<file path="src/rtl/uart_autoflow_pkg.sv">
package uart_autoflow_pkg;
  localparam int FEAT_AUTO_CLR = 7;
  localparam int FEAT_AUTO_REQ = 6;
  localparam int FEAT_IRQ_GLB  = 4;
  localparam int MDM_MAN_RTS   = 0;
  localparam int MDM_MAN_DTR   = 1;
  localparam int MDM_PAIR_SEL  = 2;
  localparam int IEN_CLR       = 7;
  localparam int IEN_REQ       = 6;

  typedef enum logic {
    PAIR_RTS_CTS = 1'b0,
    PAIR_DTR_DSR = 1'b1
  } pair_e;
endpackage

</file>
<file path="src/rtl/uart_autoflow_sync.sv">
module uart_autoflow_sync #(
  parameter int WIDTH  = 2,
  parameter int STAGES = 2
) (
  input  logic             clk,
  input  logic             rst_n,
  input  logic [WIDTH-1:0] d_async,
  output logic [WIDTH-1:0] q_sync
);
  logic [WIDTH-1:0] stage_q [STAGES];

  genvar s;
  generate
    for (s = 0; s < STAGES; s++) begin : g_stage
      logic [WIDTH-1:0] src;
      if (s == 0) begin : g_first
        assign src = d_async;
      end else begin : g_next
        assign src = stage_q[s-1];
      end
      always_ff @(posedge clk or negedge rst_n) begin
        if (!rst_n) stage_q[s] <= '0;
        else        stage_q[s] <= src;
      end
    end
  endgenerate

  assign q_sync = stage_q[STAGES-1];
endmodule

</file>
<file path="src/rtl/uart_autoflow_req.sv">
module uart_autoflow_req
  import uart_autoflow_pkg::*;
#(
  parameter int CNT_W = 9
) (
  input  logic             clk,
  input  logic             rst_n,
  input  logic             auto_en,
  input  pair_e            pair,
  input  logic             man_rts,
  input  logic             man_dtr,
  input  logic [CNT_W-1:0] halt_lvl,
  input  logic [CNT_W-1:0] resume_lvl,
  input  logic [CNT_W-1:0] rx_count,
  output logic             rts_n,
  output logic             dtr_n,
  output logic             req_sel_n
);
  logic halted_q, halted_d;
  logic active;
  logic sel_dtr;

  assign sel_dtr = (pair == PAIR_DTR_DSR);
  assign active  = auto_en & (sel_dtr ? man_dtr : man_rts);

  always_comb begin
    halted_d = halted_q;
    if (!active)                    halted_d = 1'b0;
    else if (rx_count >= halt_lvl)  halted_d = 1'b1;
    else if (rx_count <= resume_lvl) halted_d = 1'b0;
  end

  always_ff @(posedge clk or negedge rst_n) begin
    if (!rst_n) halted_q <= 1'b0;
    else        halted_q <= halted_d;
  end

  assign rts_n     = ~man_rts | (halted_q & active & ~sel_dtr);
  assign dtr_n     = ~man_dtr | (halted_q & active &  sel_dtr);
  assign req_sel_n = sel_dtr ? dtr_n : rts_n;
endmodule

</file>
<file path="src/rtl/uart_autoflow_txgate.sv">
module uart_autoflow_txgate (
  input  logic clk,
  input  logic rst_n,
  input  logic auto_en,
  input  logic clr_sel,
  input  logic tx_busy,
  output logic tx_hold
);
  logic hold_q, hold_d;

  always_comb begin
    hold_d = hold_q;
    if (!auto_en || !clr_sel) hold_d = 1'b0;
    else if (!tx_busy)        hold_d = 1'b1;
  end

  always_ff @(posedge clk or negedge rst_n) begin
    if (!rst_n) hold_q <= 1'b0;
    else        hold_q <= hold_d;
  end

  assign tx_hold = hold_q;
endmodule

</file>
<file path="src/rtl/uart_autoflow_irq.sv">
module uart_autoflow_irq (
  input  logic clk,
  input  logic rst_n,
  input  logic glb_en,
  input  logic clr_en,
  input  logic req_en,
  input  logic clr_sel,
  input  logic req_sel_n,
  input  logic msr_rd,
  output logic fc_status,
  output logic irq
);
  logic clr_prev_q, req_prev_q;
  logic st_clr_q, st_clr_d;
  logic st_req_q, st_req_d;
  logic set_clr, set_req;

  assign set_clr = glb_en & clr_en & clr_sel & ~clr_prev_q;
  assign set_req = glb_en & req_en & req_sel_n & ~req_prev_q;

  always_comb begin
    st_clr_d = st_clr_q;
    st_req_d = st_req_q;
    if (msr_rd) begin
      st_clr_d = 1'b0;
      st_req_d = 1'b0;
    end
    if (set_clr) st_clr_d = 1'b1;
    if (set_req) st_req_d = 1'b1;
  end

  always_ff @(posedge clk or negedge rst_n) begin
    if (!rst_n) begin
      clr_prev_q <= 1'b0;
      req_prev_q <= 1'b1;
      st_clr_q   <= 1'b0;
      st_req_q   <= 1'b0;
    end else begin
      clr_prev_q <= clr_sel;
      req_prev_q <= req_sel_n;
      st_clr_q   <= st_clr_d;
      st_req_q   <= st_req_d;
    end
  end

  assign fc_status = st_clr_q | st_req_q;
  assign irq       = glb_en & ((st_clr_q & clr_en) | (st_req_q & req_en));
endmodule

</file>
<file path="src/rtl/uart_autoflow.sv">
module uart_autoflow
  import uart_autoflow_pkg::*;
#(
  parameter int CNT_W = 9
) (
  input  logic             clk,
  input  logic             rst_n,
  input  logic [7:0]       feat_ctl,
  input  logic [2:0]       mdm_ctl,
  input  logic [7:0]       irq_en,
  input  logic [CNT_W-1:0] halt_lvl,
  input  logic [CNT_W-1:0] resume_lvl,
  input  logic [CNT_W-1:0] rx_count,
  input  logic             cts_n,
  input  logic             dsr_n,
  input  logic             tx_busy,
  input  logic             msr_rd,
  output logic             rts_n,
  output logic             dtr_n,
  output logic             tx_hold,
  output logic             fc_status,
  output logic             irq
);
  localparam int SYNC_STAGES = 2;

  logic [1:0] rst_pipe_q;
  logic       rst_int_n;
  logic [1:0] clr_sync;
  logic       clr_sel;
  logic       req_sel_n;
  pair_e      pair;
  logic       unused_bits;

  // reset: asynchronous assert, synchronous release
  always_ff @(posedge clk or negedge rst_n) begin
    if (!rst_n) rst_pipe_q <= 2'b00;
    else        rst_pipe_q <= {rst_pipe_q[0], 1'b1};
  end
  assign rst_int_n = rst_pipe_q[1];

  assign pair = pair_e'(mdm_ctl[MDM_PAIR_SEL]);
  assign unused_bits = ^{feat_ctl[5], feat_ctl[3:0], irq_en[5:0]};

  uart_autoflow_sync #(.WIDTH(2), .STAGES(SYNC_STAGES)) i_sync (
    .clk     (clk),
    .rst_n   (rst_int_n),
    .d_async ({dsr_n, cts_n}),
    .q_sync  (clr_sync)
  );

  assign clr_sel = (pair == PAIR_DTR_DSR) ? clr_sync[1] : clr_sync[0];

  uart_autoflow_req #(.CNT_W(CNT_W)) i_req (
    .clk        (clk),
    .rst_n      (rst_int_n),
    .auto_en    (feat_ctl[FEAT_AUTO_REQ]),
    .pair       (pair),
    .man_rts    (mdm_ctl[MDM_MAN_RTS]),
    .man_dtr    (mdm_ctl[MDM_MAN_DTR]),
    .halt_lvl   (halt_lvl),
    .resume_lvl (resume_lvl),
    .rx_count   (rx_count),
    .rts_n      (rts_n),
    .dtr_n      (dtr_n),
    .req_sel_n  (req_sel_n)
  );

  uart_autoflow_txgate i_gate (
    .clk     (clk),
    .rst_n   (rst_int_n),
    .auto_en (feat_ctl[FEAT_AUTO_CLR]),
    .clr_sel (clr_sel),
    .tx_busy (tx_busy),
    .tx_hold (tx_hold)
  );

  uart_autoflow_irq i_irq (
    .clk       (clk),
    .rst_n     (rst_int_n),
    .glb_en    (feat_ctl[FEAT_IRQ_GLB]),
    .clr_en    (irq_en[IEN_CLR]),
    .req_en    (irq_en[IEN_REQ]),
    .clr_sel   (clr_sel),
    .req_sel_n (req_sel_n),
    .msr_rd    (msr_rd),
    .fc_status (fc_status),
    .irq       (irq)
  );
endmodule

</file>
<file path="config.mk">
export PLATFORM = sky130hd
export DESIGN_NAME = uart_autoflow
export DESIGN_NICKNAME = d
export VERILOG_FILES = /design/src/rtl/uart_autoflow_pkg.sv /design/src/rtl/uart_autoflow_sync.sv /design/src/rtl/uart_autoflow_req.sv /design/src/rtl/uart_autoflow_txgate.sv /design/src/rtl/uart_autoflow_irq.sv /design/src/rtl/uart_autoflow.sv
export SDC_FILE = /design/constraint.sdc
export NUM_CORES = 1
export LEC_CHECK = 0
export ABC_AREA = 0
export BUFFER_PORTS_ARGS = -buffer_cell sky130_fd_sc_hd__buf_2
export CAP_MARGIN = 20
export CORE_MARGIN = 2
export CORE_UTILIZATION = 45
export DETAILED_ROUTE_END_ITERATION = 10
export HOLD_SLACK_MARGIN = 0.02
export PLACE_DENSITY_LB_ADDON = 0.25
export SYNTH_ARGS = -nofsm -noshare
export SYNTH_HDL_FRONTEND = slang
export SYNTH_SLANG_ARGS = --single-unit
</file>
<file path="constraint.sdc">
create_clock -name clk -period 1.9 [get_ports clk]
set_input_delay 0.095 -clock clk [delete_from_list [all_inputs] [get_ports clk]]
set_output_delay 0.095 -clock clk [all_outputs]
set_load 0.02 [all_outputs]
</file>
==> impl_metrics.json, run 1 <==
{
  "outcome": "finished clean",
  "skew_ps": 1.64,
  "clkPwrFrac_pct": 24.5,
  "antenna_found_initial": 0,
  "fp.coreArea_mm2": 0.00190,
  "place_ws_ps": 336,
  "synth.avg_cell_area_um2": 9.21,
  "end_kind": "flip-flop",
  "comb_power_share_pct": 29.1,
  "use_met3_pct": 2.78,
  "grt_pass1_vias": 797,
  "postCtsResizedCells": 0,
  "start_util_pct": 46.5,
  "use_met2_pct": 31.7,
  "fin_tns_setup_ps": 0,
  "synthesis.area_um2": 885,
  "fillCellCount": 169,
  "die_x_um": 48.3,
  "routed_wl_um": 1710,
  "arrival_ps": 1420,
  "drt_iter0_markers": 5,
  "cp.required_ps": 2050,
  "yosysSeqAreaShare_pct": 34.1,
  "grt_pass1_wl_um": 3020,
  "grt_use_total_pct": 15.6,
  "layout_common_cells": "45 x buf_2, 22 x inv_1, 18 x ha_1, 11 x dfrtp_1, 7 x nand2_1",
  "grt_busiest_layer": "met2",
  "fmax_mhz": 786,
  "synthCells": 96,
  "ctsHtreeMaxLevel": 1,
  "drc": 0,
  "cap_violations": 0,
  "port_buffers": 45,
  "clock-sinks": 12,
  "nets": 220,
  "final_common_cell": "buf_2",
  "cts_setup_buffers": 0,
  "cp_cell_sequence": "buf_2 -> inv_1 -> ha_1 -> a21oi_2 -> o21ai_1 -> a2111oi_2 -> o221ai_1 -> and3b_1",
  "grt_max_degree": 11,
  "dr.pass1.iters": 4,
  "finalHoldViolCount": 0,
  "die_h_um": 48.3,
  "final_core_util_pct": 63.6,
  "worstSetupStartpointType": "primary input",
  "area_delta_synth_final_pct": 36.8,
  "hold_path.class": "in -> reg",
  "io_pins": 57,
  "cts_buffers": 3,
  "synth_top_area_share_pct": 31.1,
  "synth_area_leaders": "dfrtp_1 31%, ha_1 25%, inv_1 9.3%",
  "syn-num-nets": 166,
  "p_int_mw": 0.445,
  "dp_hpwl_um": 1550,
  "antenna_left": 0,
  "multi_input_area_um2": 500,
  "gp_congestion": 0.757,
  "num_vias": 841,
  "hold_slack_ps": 68.6,
  "die_area_mm2": 0.00234,
  "antenna_cells": 0,
  "peakVddDrop_uv": 422,
  "leakage_nw": 0.713,
  "worst_path_largest_cell_delay_ps": 350,
  "finalCriticalPeriod_ps": 1270,
  "setup_slack_ps": 627,
  "rsz0062_at_grt": "false",
  "avgViaCountPerCell": 4.78,
  "critPathSlowestCell": "a2111oi_2",
  "crit_fanout": 3,
  "fin_crit_sh_pct": 67.0,
  "wl_per_cell_um": 9.73,
  "fp-row-count": 16,
  "clk_pin_slew_ps": 60,
  "maxSlewViolCount": 0,
  "drive_gt1_share_pct": 35.6,
  "postCtsHoldBufs": 3,
  "p_sw_mw": 0.165,
  "crit_type": "in -> reg",
  "synth_top_cell_by_area": "dfrtp_1",
  "grt_util_met1_pct": 17.3,
  "seq_power_share_pct": 46.4,
  "clkLatencyLatePin_ps": 250,
  "switching_share_pct": 27.0,
  "ys_seq_elements": 12,
  "overflow": 0,
  "seqCellArea_um2": 302,
  "cts_buffer_depth": 2,
  "setup_violations": 0,
  "root_buffer": "clkbuf_4",
  "cts_tree": "done",
  "synth_cell_type_count": 28,
  "yosys_warnings": 0,
  "p_per_area_mw_per_mm2": 504
}
==> critical path, delay by kind of cell <==
family | cells | cell delay, ps
adders and majority gates | 1 | 330
buffers and inverters | 2 | 100
and+or+nand+nor | 1 | 180
AOI/OAI and AO/OA | 4 | 710
==> cell type report <==
cell class / count / share of cell area, %
clock buffer: 4 / 2.17
multi-input combinational: 62 / 41.4
timing repair buffer: 49 / 21.9
sequential: 12 / 24.9
inverter: 22 / 6.83
tap: 27 / 2.79
==> path summary, 6_finish.rpt <==
path / start / endpoint / slack (ps) / cells past startpoint
max: resume_lvl[4] / i_req.halted_q / 630 / 8
min: feat_ctl[7] / i_gate.tx_hold / 70 / 3
max reg2reg: i_req.halted_q / i_req.halted_q / 980 / 3
min reg2reg: rst_pipe_q[1] / i_sync.g_stage[1].src[1] / 150 / 0
max in group asynchronous: rst_pipe_q[1] / i_irq.req_prev_q / 1440 / 0
min in group asynchronous: rst_pipe_q[1] / i_sync.g_stage[1].src[1] / 150 / 0
==> metal layers <==
layer  vias up  share of wire, %
met5         -                 0
met1       380                39
met3         0               5.2
met4         0                 0
li1        435                 -
met2        26                55
==> stage by stage <==
stage | area (um^2) | total power, mW | instances
floorplan | 885 | 0.386 | 96
global placement | 1140 | 0.453 | 168
detailed placement | 1140 | 0.462 | 168
CTS | 1200 | 0.617 | 175
global route | 1210 | 0.662 | 176
finish | 1210 | 0.610 | 176
==> sequential cells by signal, summed over array words and instances, names as in the netlist <==
name                count
i_irq.clr_prev_q        1
i_irq.req_prev_q        1
i_sync.q_sync           2
i_irq.st_clr_q          1
i_gate.tx_hold          1
i_irq.st_req_q          1
i_sync.g_stage.src      2
i_req.halted_q          1
rst_pipe_q              2
==> power groups by stage <==
stage               clock network, mW  registers [mW]  logic [mW]
global placement                    0           0.287       0.166
global route                    0.171           0.285       0.206
finish                          0.149           0.283       0.178
detailed placement                  0           0.288       0.174
CTS                             0.155           0.283       0.179
floorplan                           0           0.286      0.0995
==> logic make-up (layout without fill, tap and decap cells) <==
kind of cell / count (synthesis) / after routing / synth area share [%]
flip-flops: 12 / 12 / 34.1
buffers and inverters: 22 / 75 / 9.34
other: 1 / 1 / 0.424
AND/OR/NAND/NOR: 21 / 21 / 12.0
multiplexers: 2 / 2 / 2.26
AO/OA/AOI/OAI: 20 / 20 / 16.4
adder cells (fa/ha/maj): 18 / 18 / 25.5
==> Yosys cell counts (all sizes together) <==
| library cell | count |
|---|---|
| inv | 22 |
| ha | 18 |
| dfrtp | 11 |
| nand2 | 7 |
| o21ai | 5 |
| a21oi | 4 |
| nor2 | 4 |
| nand4 | 3 |
| a211oi | 2 |
| a21o | 2 |
| mux2i | 2 |
| nor2b | 2 |
| a2111oi | 1 |
| a22o | 1 |
| a22oi | 1 |
| a31oi | 1 |
| and3b | 1 |
| and4 | 1 |
| conb | 1 |
| dfstp | 1 |
| nand3 | 1 |
| nor3 | 1 |
| o221ai | 1 |
| o31ai | 1 |
| o32ai | 1 |
| or2 | 1 |
Note: power is estimated with default switching activity, not from simulation.
==> run 2, diff against run 1 <==
--- a/config.mk
+++ b/config.mk
@@ -9,7 +9,7 @@
 export BUFFER_PORTS_ARGS = -buffer_cell sky130_fd_sc_hd__buf_2
 export CAP_MARGIN = 20
 export CORE_MARGIN = 2
-export CORE_UTILIZATION = 45
+export CORE_UTILIZATION = 41
 export DETAILED_ROUTE_END_ITERATION = 10
 export HOLD_SLACK_MARGIN = 0.02
 export PLACE_DENSITY_LB_ADDON = 0.25
==> constraint.sdc (replaced) <==
create_clock -name clk -period 1.2 [get_ports clk]
set_input_delay 0.06 -clock clk [delete_from_list [all_inputs] [get_ports clk]]
set_output_delay 0.06 -clock clk [all_outputs]
set_load 0.02 [all_outputs]
==> run 2 against run 1 <==
Net effect: via count is 4.4% higher; clock-buffer cell count unchanged; non-clock buffer count grew 3; first-iteration DRC count grew 80%; critical endpoint is now fc_status; largest power group unchanged.
==> impl_metrics.json, run 2 (synthesis results as in run 1) <==
{
  "grt_max_degree": 11,
  "p_int_mw": 0.802,
  "worstSetupStartpointType": "flip-flop",
  "cts_buffer_depth": 2,
  "final_common_cell": "buf_2",
  "p_per_area_mw_per_mm2": 808,
  "peakVddDrop_uv": 958,
  "num_vias": 878,
  "crit_type": "reg -> out",
  "fp-row-count": 16,
  "antenna_cells": 0,
  "multi_input_area_um2": 613,
  "maxSlewViolCount": 0,
  "worst_path_largest_cell_delay_ps": 410,
  "cp_cell_sequence": "or2_4 -> buf_4",
  "arrival_ps": 1080,
  "antenna_found_initial": 0,
  "fmax_mhz": 877,
  "setup_violations": 0,
  "nets": 223,
  "setup_slack_ps": 59.2,
  "drive_gt1_share_pct": 47.4,
  "antenna_left": 0,
  "cp.required_ps": 1140,
  "end_kind": "output pin",
  "dp_hpwl_um": 1750,
  "holdPathStages": 3,
  "drc": 0,
  "fillCellCount": 169,
  "die_area_mm2": 0.00255,
  "crit_fanout": 3,
  "routed_wl_um": 1960,
  "comb_power_share_pct": 31.7,
  "place_ws_ps": -214,
  "rsz0062_at_grt": "false",
  "switching_share_pct": 27.4,
  "clock-sinks": 12,
  "skew_ps": 5.66,
  "seqCellArea_um2": 302,
  "grt_use_total_pct": 18.2,
  "cp.buffers_inverters": 1,
  "start_util_pct": 44.2,
  "wl_per_cell_um": 11.0,
  "area_delta_synth_final_pct": 54.6,
  "overflow": 0,
  "seq_power_share_pct": 40.6,
  "grt_pass1_wl_um": 3550,
  "outcome": "finished clean",
  "final_core_util_pct": 68.3,
  "io_pins": 57,
  "fin_tns_setup_ps": 0,
  "finalCriticalPeriod_ps": 1140,
  "hold_path.class": "in -> reg",
  "root_buffer": "clkbuf_4",
  "ctsHtreeMaxLevel": 1,
  "dr.pass1.iters": 4,
  "finalHoldViolCount": 0,
  "clk_pin_slew_ps": 70,
  "clkLatencyLatePin_ps": 270,
  "die_h_um": 50.5,
  "drt_iter0_markers": 9,
  "port_buffers": 45,
  "hold_slack_ps": 55.8,
  "cap_violations": 0,
  "cts_buffers": 3,
  "ff2ff_path_depth": 3,
  "fp.coreArea_mm2": 0.00200,
  "fin_crit_sh_pct": 95.1,
  "grt_pass1_vias": 914,
  "avgViaCountPerCell": 4.91,
  "crit_cells": 2,
  "clkPwrFrac_pct": 27.7,
  "cts_tree": "done",
  "gp_congestion": 0.813,
  "die_x_um": 50.5,
  "p_sw_mw": 0.302,
  "crit_family": "flip-flops",
  "critPathSlowestCell": "dfrtp_1",
  "layout_common_cells": "43 x buf_2, 16 x inv_1, 11 x dfrtp_1, 10 x ha_1, 8 x ha_4",
  "leakage_nw": 0.728
}
==> run 2: metal layers <==
layer / vias to the layer above / global-route usage [%] / routed length, um
li1: 441 / - / -
met1: 405 / 18.4 / 762
met2: 30 / 35.5 / 1060
met3: 2 / 5.65 / 129
met4: 0 / 4.50 / 14
met5: - / 0 / 0
==> run 2: area by class of cell <==
cell class | count | area share, %
clock buffers | 4 | 2.65
repair buffers | 52 | 21.6
flip-flops and latches | 12 | 22.0
inverters | 22 | 6.40
multi-input cells | 62 | 44.8
well taps | 27 | 2.47
==> run 2: power groups by stage <==
stage,Sequential [mW],Combinational [mW],Clock (mW)
2_1_floorplan,0.453,0.184,0
3_5_place_dp,0.456,0.332,0
5_1_grt,0.452,0.397,0.337
4_1_cts,0.448,0.346,0.322
3_3_place_gp,0.454,0.316,0
6_report,0.448,0.350,0.306
==> run 2: stage by stage <==
stage	cells	power [mW]	area [um^2]
finish	179	1.10	1370
global route	179	1.19	1370
CTS	179	1.12	1360
detailed placement	170	0.788	1270
global placement	170	0.770	1270
floorplan	96	0.637	995
==> run 2: worst min-delay path: cells and delay by family <==
kind	cells	cell delay, ps
simple gates	1	50
compound gates	1	60
buf+inv	1	110
==> run 2: repair_timing <==
item,in CTS,in global routing
setup endpoints to repair,0,3
setup buffers,0,0
hold endpoints to repair,6,0
gates resized for setup,0,5
hold buffers,5,0
==> run 2: final timing paths <==
kind	from	end	slack (ps)
setup reg to reg	i_req.halted_q	i_req.halted_q	250
setup / recovery	i_irq.st_req_q	fc_status	60
hold reg to reg	rst_pipe_q[1]	i_req.halted_q	140
max in group asynchronous	rst_pipe_q[1]	i_irq.req_prev_q	750
min in group asynchronous	rst_n	rst_pipe_q[1]	100
hold / removal	feat_ctl[4]	i_irq.st_clr_q	60
